### config.mk
export PLATFORM = sky130hd
export DESIGN_NAME = prio_vec_intc
export DESIGN_NICKNAME = d
export VERILOG_FILES = /design/src/rtl/prio_vec_intc_pkg.sv /design/src/rtl/prio_vec_intc_ctl.sv /design/src/rtl/prio_vec_intc_dp.sv /design/src/rtl/prio_vec_intc.sv
export SDC_FILE = /design/constraint.sdc
export NUM_CORES = 1
export LEC_CHECK = 0
export ABC_AREA = 1
export CORE_MARGIN = 4
export CORE_UTILIZATION = 31
export DETAILED_ROUTE_END_ITERATION = 6
export SLEW_MARGIN = 5
export SYNTH_ARGS = -nofsm -noshare
export SYNTH_HDL_FRONTEND = slang
export SYNTH_SLANG_ARGS = --single-unit
### constraint.sdc
create_clock -name clk -period 5.39 [get_ports clk]
set_input_delay 1.617 -clock clk [delete_from_list [all_inputs] [get_ports clk]]
set_output_delay 1.617 -clock clk [all_outputs]
set_load 0.005 [all_outputs]
### src/rtl/prio_vec_intc_pkg.sv
package prio_vec_intc_pkg;
  localparam int NUM_LVL = 4;
  localparam int LVL_W   = $clog2(NUM_LVL);

  typedef enum logic [1:0] {
    SEL_ENABLE  = 2'd0,
    SEL_PRIO_LO = 2'd1,
    SEL_PRIO_HI = 2'd2,
    SEL_NONE    = 2'd3
  } regSel_e;

  typedef struct packed {
    logic accept;
    logic retire;
  } ctlStrobes_t;
endpackage

### src/rtl/prio_vec_intc_ctl.sv
module prio_vec_intc_ctl
  import prio_vec_intc_pkg::*;
(
  input  logic        instrBoundary,
  input  logic        retiStrobe,
  input  logic        winValid,
  input  logic        topActive,
  output ctlStrobes_t strobes
);
  // a return takes the slot of the boundary: nothing is granted alongside it
  always_comb begin
    strobes.retire = retiStrobe & topActive;
    strobes.accept = instrBoundary & winValid & ~retiStrobe;
  end
endmodule

### src/rtl/prio_vec_intc_dp.sv
module prio_vec_intc_dp
  import prio_vec_intc_pkg::*;
#(
  parameter int NUM_SRC    = 6,
  parameter int ADDR_W     = 16,
  parameter int VEC_BASE   = 3,
  parameter int VEC_STRIDE = 8,
  localparam int REG_W     = NUM_SRC + 2,
  localparam int IDX_W     = $clog2(NUM_SRC)
)(
  input  logic               clk,
  input  logic               rstN,
  input  logic               regWrEn,
  input  logic [1:0]         regSel,
  input  logic [REG_W-1:0]   regWrData,
  input  logic               fourLevelMode,
  input  logic [NUM_SRC-1:0] srcReq,
  input  ctlStrobes_t        strobes,
  output logic               winValid,
  output logic               topActive,
  output logic               globalEn,
  output logic               ackValid,
  output logic [IDX_W-1:0]   ackSrc,
  output logic [ADDR_W-1:0]  vecAddr,
  output logic [NUM_LVL-1:0] inService
);
  logic [REG_W-1:0]   enReg;
  logic [NUM_SRC-1:0] prioLo;
  logic [NUM_SRC-1:0] prioHi;
  logic [LVL_W-1:0]   srcLevel [NUM_SRC];
  logic [NUM_SRC-1:0] eligible;
  logic [LVL_W-1:0]   topLevel;
  logic [LVL_W-1:0]   winLevel;
  logic [IDX_W-1:0]   winIdx;

  // register port; the bit below the master enable is never stored
  always_ff @(posedge clk or negedge rstN) begin
    if (!rstN) begin
      enReg  <= '0;
      prioLo <= '0;
      prioHi <= '0;
    end else if (regWrEn) begin
      case (regSel_e'(regSel))
        SEL_ENABLE:  enReg  <= {regWrData[REG_W-1], 1'b0, regWrData[NUM_SRC-1:0]};
        SEL_PRIO_LO: prioLo <= regWrData[NUM_SRC-1:0];
        SEL_PRIO_HI: prioHi <= regWrData[NUM_SRC-1:0];
        default: ;
      endcase
    end
  end

  assign globalEn = enReg[REG_W-1];

  // most urgent open level
  always_comb begin
    topActive = |inService;
    topLevel  = '0;
    for (int l = 0; l < NUM_LVL; l++)
      if (inService[l]) topLevel = LVL_W'(l);
  end

  for (genvar g = 0; g < NUM_SRC; g++) begin : g_src
    assign srcLevel[g] = {fourLevelMode & prioHi[g], prioLo[g]};
    assign eligible[g] = srcReq[g] & enReg[g] & globalEn &
                         (~topActive | (srcLevel[g] > topLevel));
  end

  // strictly-higher replacement keeps the lowest index on ties
  always_comb begin
    winValid = 1'b0;
    winLevel = '0;
    winIdx   = '0;
    for (int i = 0; i < NUM_SRC; i++) begin
      if (eligible[i] && (!winValid || srcLevel[i] > winLevel)) begin
        winValid = 1'b1;
        winLevel = srcLevel[i];
        winIdx   = IDX_W'(i);
      end
    end
  end

  always_ff @(posedge clk or negedge rstN) begin
    if (!rstN) begin
      ackValid  <= 1'b0;
      ackSrc    <= '0;
      vecAddr   <= '0;
      inService <= '0;
    end else begin
      ackValid <= strobes.accept;
      if (strobes.accept) begin
        ackSrc              <= winIdx;
        vecAddr             <= ADDR_W'(VEC_BASE + VEC_STRIDE * int'(winIdx));
        inService[winLevel] <= 1'b1;
      end else if (strobes.retire) begin
        inService[topLevel] <= 1'b0;
      end
    end
  end
endmodule

### src/rtl/prio_vec_intc.sv
module prio_vec_intc
  import prio_vec_intc_pkg::*;
(
  input  logic        clk,
  input  logic        rstN,
  input  logic        regWrEn,
  input  logic [1:0]  regSel,
  input  logic [7:0]  regWrData,
  input  logic        fourLevelMode,
  input  logic [1:0]  extReq,
  input  logic [2:0]  tmrReq,
  input  logic        serRxFlag,
  input  logic        serTxFlag,
  input  logic        instrBoundary,
  input  logic        retiStrobe,
  output logic        ackValid,
  output logic [2:0]  ackSrc,
  output logic [15:0] vecAddr,
  output logic [3:0]  inService
);
  localparam int NUM_SRC = 6;

  logic [NUM_SRC-1:0] srcReq;
  logic               winValid;
  logic               topActive;
  logic               globalEn;
  ctlStrobes_t        strobes;

  // index order doubles as polling order
  assign srcReq = {tmrReq[2], serRxFlag | serTxFlag, tmrReq[1],
                   extReq[1], tmrReq[0], extReq[0]};

  prio_vec_intc_ctl ctl_i (
    .instrBoundary(instrBoundary),
    .retiStrobe   (retiStrobe),
    .winValid     (winValid),
    .topActive    (topActive),
    .strobes      (strobes)
  );

  prio_vec_intc_dp #(
    .NUM_SRC(NUM_SRC), .ADDR_W(16), .VEC_BASE(3), .VEC_STRIDE(8)
  ) dp_i (
    .clk          (clk),
    .rstN         (rstN),
    .regWrEn      (regWrEn),
    .regSel       (regSel),
    .regWrData    (regWrData),
    .fourLevelMode(fourLevelMode),
    .srcReq       (srcReq),
    .strobes      (strobes),
    .winValid     (winValid),
    .topActive    (topActive),
    .globalEn     (globalEn),
    .ackValid     (ackValid),
    .ackSrc       (ackSrc),
    .vecAddr      (vecAddr),
    .inService    (inService)
  );
endmodule

==> summary.md <==
| Metric | Value |
|---|---|
| YS warnings | 0 |
| ANT nets after route | 0 |
| Die X | 92.1 um |
| Starting Density | 32.1% |
| Max Fclk | 149 MHz |
| Total gr overflow | 0 |
| Tmin final | 6.71 ns |
| CTS Buffer Depth | 2 |
| Root buf cell | clkbuf_8 |
| Nets | 469 |
| Layout cells sized above 1 | 38.6% |
| First-pass GRT wire length | 9800 um |
| Critical path arrival | 6.92 ns |
| Post-Layout Cell Count | 518 |
| Vias | 2321 |
| CP top delay family | simple AND/OR/NAND/NOR gates |
| I/O pin count | 47 |
| Status | finished, violations left |
| Slowest-stage cell, CP | ha_4 |
| Critical Path Sink Type | flop |
| Failing checks | negative setup slack |
| Initial antenna violation count | 0 |
| DRT iter0 DRCs | 114 |
| Peak supply drop | 0.000198 V |
| Post-route cell area | 3550 um2 |
| Count leader, synth | nand2_1 |
| RSZ-0062 raised after global routing | yes |
| Reg-to-Reg Start | dp_i.inService[3] |
| Area contributors post-synth | dfrtp_1 32%, nand2_1 18%, ha_1 13% |
| Distinct cells, synth | 21 |
| Post-synth top flop | dfrtp_1 |
| # setup viols final | 7 |
| Seq/Total Area, Yosys | 32.0% |
| CTS Buf Count | 3 |
| Drt drc | 0 |
| Final HPWL from detailed placement | 4420 um |
| Final Hold Fails | 0 |
| Adder-cell share of the synthesized area | 12.6% |
| CTS Hold Bufs | 0 |
| Vias per cell | 4.48 |
| Buffers & Inverters on Critical Path | 10 |
| P&R area growth vs syn | 62.1% |
| Drt total wl | 6210 um |
| Post-DP Area | 2980 um2 |
| Die Height | 92.1 um |
| Final period util | 124% |
| Max Slew Vio Count | 0 |
| Drt pass-1 iters | 4 |
| GRT Overall Usage | 13.9% |
| Critical path class | in2reg |
| CP startpoint | fourLevelMode |
| Largest net degree at the start of global routing | 29 |
| Core ar. | 6830 um2 |
| Multiplexer area fraction after synthesis | 0% |
| Synth Cell Area | 2190 um2 |
| Post-synth top cells | 103 x nand2_1, 43 x inv_1, 35 x nand3_1 |
| XOR/XNOR Fraction of Synth Area | 0% |
| Worst hold path class | reg2reg |
| H-tree Lvls | 1 |
| Vias in the first global route | 2220 |
| Number of fillers in the final layout | 649 |
| Placer Congestion | 0.848 |
| Synth area leader | dfrtp_1 |
| CP required | 5.61 ns |
| Origin of the worst min-delay path | dp_i.enReg[3] |
| Dpl cells | 482 |
| Cell mode on critical path | nand2_2 |
| P per Cell Area | 323 nW/um2 |
| Post-synth EDFFs | 0 |
| Setup Skew | 0.00559 ns |
| P_leak | 1.88 nW |
| Slowest stage delay, CP | 0.28 ns |
| Mean Syn Cell Area | 6.94 um2 |
| Kind of start point of the critical path | input port |
| Ant diodes | 0 |
| Post-route setup slack | -1.32 ns |
| MaxCap Viol Count | 0 |
| # port buffers | 34 |
| Area fraction of the dominant cell type after synthesis | 32.0% |
| Flops & latches, synth | 28 |
| Clock Sinks | 28 |
| Skew-Pair Late Insertion Delay | 0.27 ns |
| Compound-Gate Fraction of Synth Area | 8.90% |
| Die ar. | 8480 um2 |
| Post-synthesis simple-gate area fraction | 32.8% |
| Worst Path Max Fanout | 7 |
| Largest family of logic cells by synthesized area | simple AND/OR/NAND/NOR gates |
| Syn Inst Count | 316 |
| Avg WL per Cell | 12.0 um |
| CTS tree | done |
| Reg clk slew, reported paths | 0.09 ns |
| Num rows | 30 |
| Ys async rst share | 100% |
[routing by layer]
layer	GRT usage [%]	routed length, um	share of wire (%)
met3	1.56	220	3.5
met2	24.7	3110	50
met1	17.4	2710	44
met5	0	0	0
met4	4.46	170	2.7
[path summary, 6_finish.rpt]
check	end	slack [ns]	depth (start not counted)
setup / recovery	dp_i.inService[1]	-1.32	54
hold / removal	dp_i.enReg[3]	0.49	2
setup reg to reg	dp_i.inService[1]	-0.49	53
hold reg to reg	dp_i.enReg[3]	0.49	2
max in group asynchronous	dp_i.prioHi[1]	3.41	2
min in group asynchronous	dp_i.ackSrc[0]	1.71	2
[kinds of logic (layout without fill, tap and decap cells)]
| family | count (synthesis) | after routing |
|---|---|---|
| compound gates | 37 | 37 |
| simple gates | 165 | 165 |
| other cells | 1 | 11 |
| fa+ha+maj | 22 | 22 |
| flops | 28 | 28 |
| buf+inv | 63 | 159 |
[per-stage QoR]
step	power [mW]	TNS, ns	setup WS, ns	hold WS, ns	util (%)
floorplan	0.623	-6.95	-1.03	0.453	-
global placement	0.829	-12.23	-1.80	0.469	43.6
detailed placement	0.845	-13.44	-1.98	0.474	43.6
CTS	1.01	-7.62	-1.14	0.497	47.4
global route	1.25	-11.78	-1.71	0.517	52.0
finish	1.15	-9.08	-1.32	0.494	52.0
[repair_timing]
action / CTS / global route
buffers inserted: 25 / 8
hold endpoints to repair: 0 / 0
gates resized for setup: 16 / 59
pin swaps: 14 / 51
endpoints found under the setup margin: 7 / 7
cloned: 0 / 0
[tightest hold or removal path: stages, from the launching register on]
cell	delay [ns]
dfrtp_1	0.35
nand2_1	0.05
o21ai_0	0.06
[registers in the layout, indices dropped and copies added, names as in the netlist]
register        cells
dp_i.ackSrc         2
dp_i.ackValid       1
dp_i.enReg          7
dp_i.inService      4
dp_i.prioHi         6
dp_i.prioLo         6
dp_i.vecAddr        2
[report_power, final]
| part | switching (mW) | leakage [nW] | internal, mW |
|---|---|---|---|
| Clock | 0.0621 | 0.0216 | 0.0501 |
| Combinational | 0.382 | 1.51 | 0.373 |
| Sequential | 0.0299 | 0.351 | 0.250 |
[area by class of cell]
type	instances	area (um2)	share of cell area, %
sequential	28	701	19.7
multi-input combinational	235	1580	44.4
clock buffer	3	41.3	1.16
tap	96	120	3.38
timing repair buffer	111	933	26.3
inverter	45	181	5.11
[layout by cell type (no fill, tap or decap), types with 4 or more instances in the layout]
master           count
nor2_2               4
a21oi_1              6
ha_1                14
inv_1               34
o21ai_0             23
nand3_1             19
nand2_4              8
clkdlybuf4s50_1     32
dfrtp_1             28
nand2_1             73
nand2_2             28
conb_1              11
ha_4                 8
buf_4               74
nor2_1               9
inv_2                6
inv_4                5
nand3_2             14
Note: power is estimated with default switching activity, not from simulation.
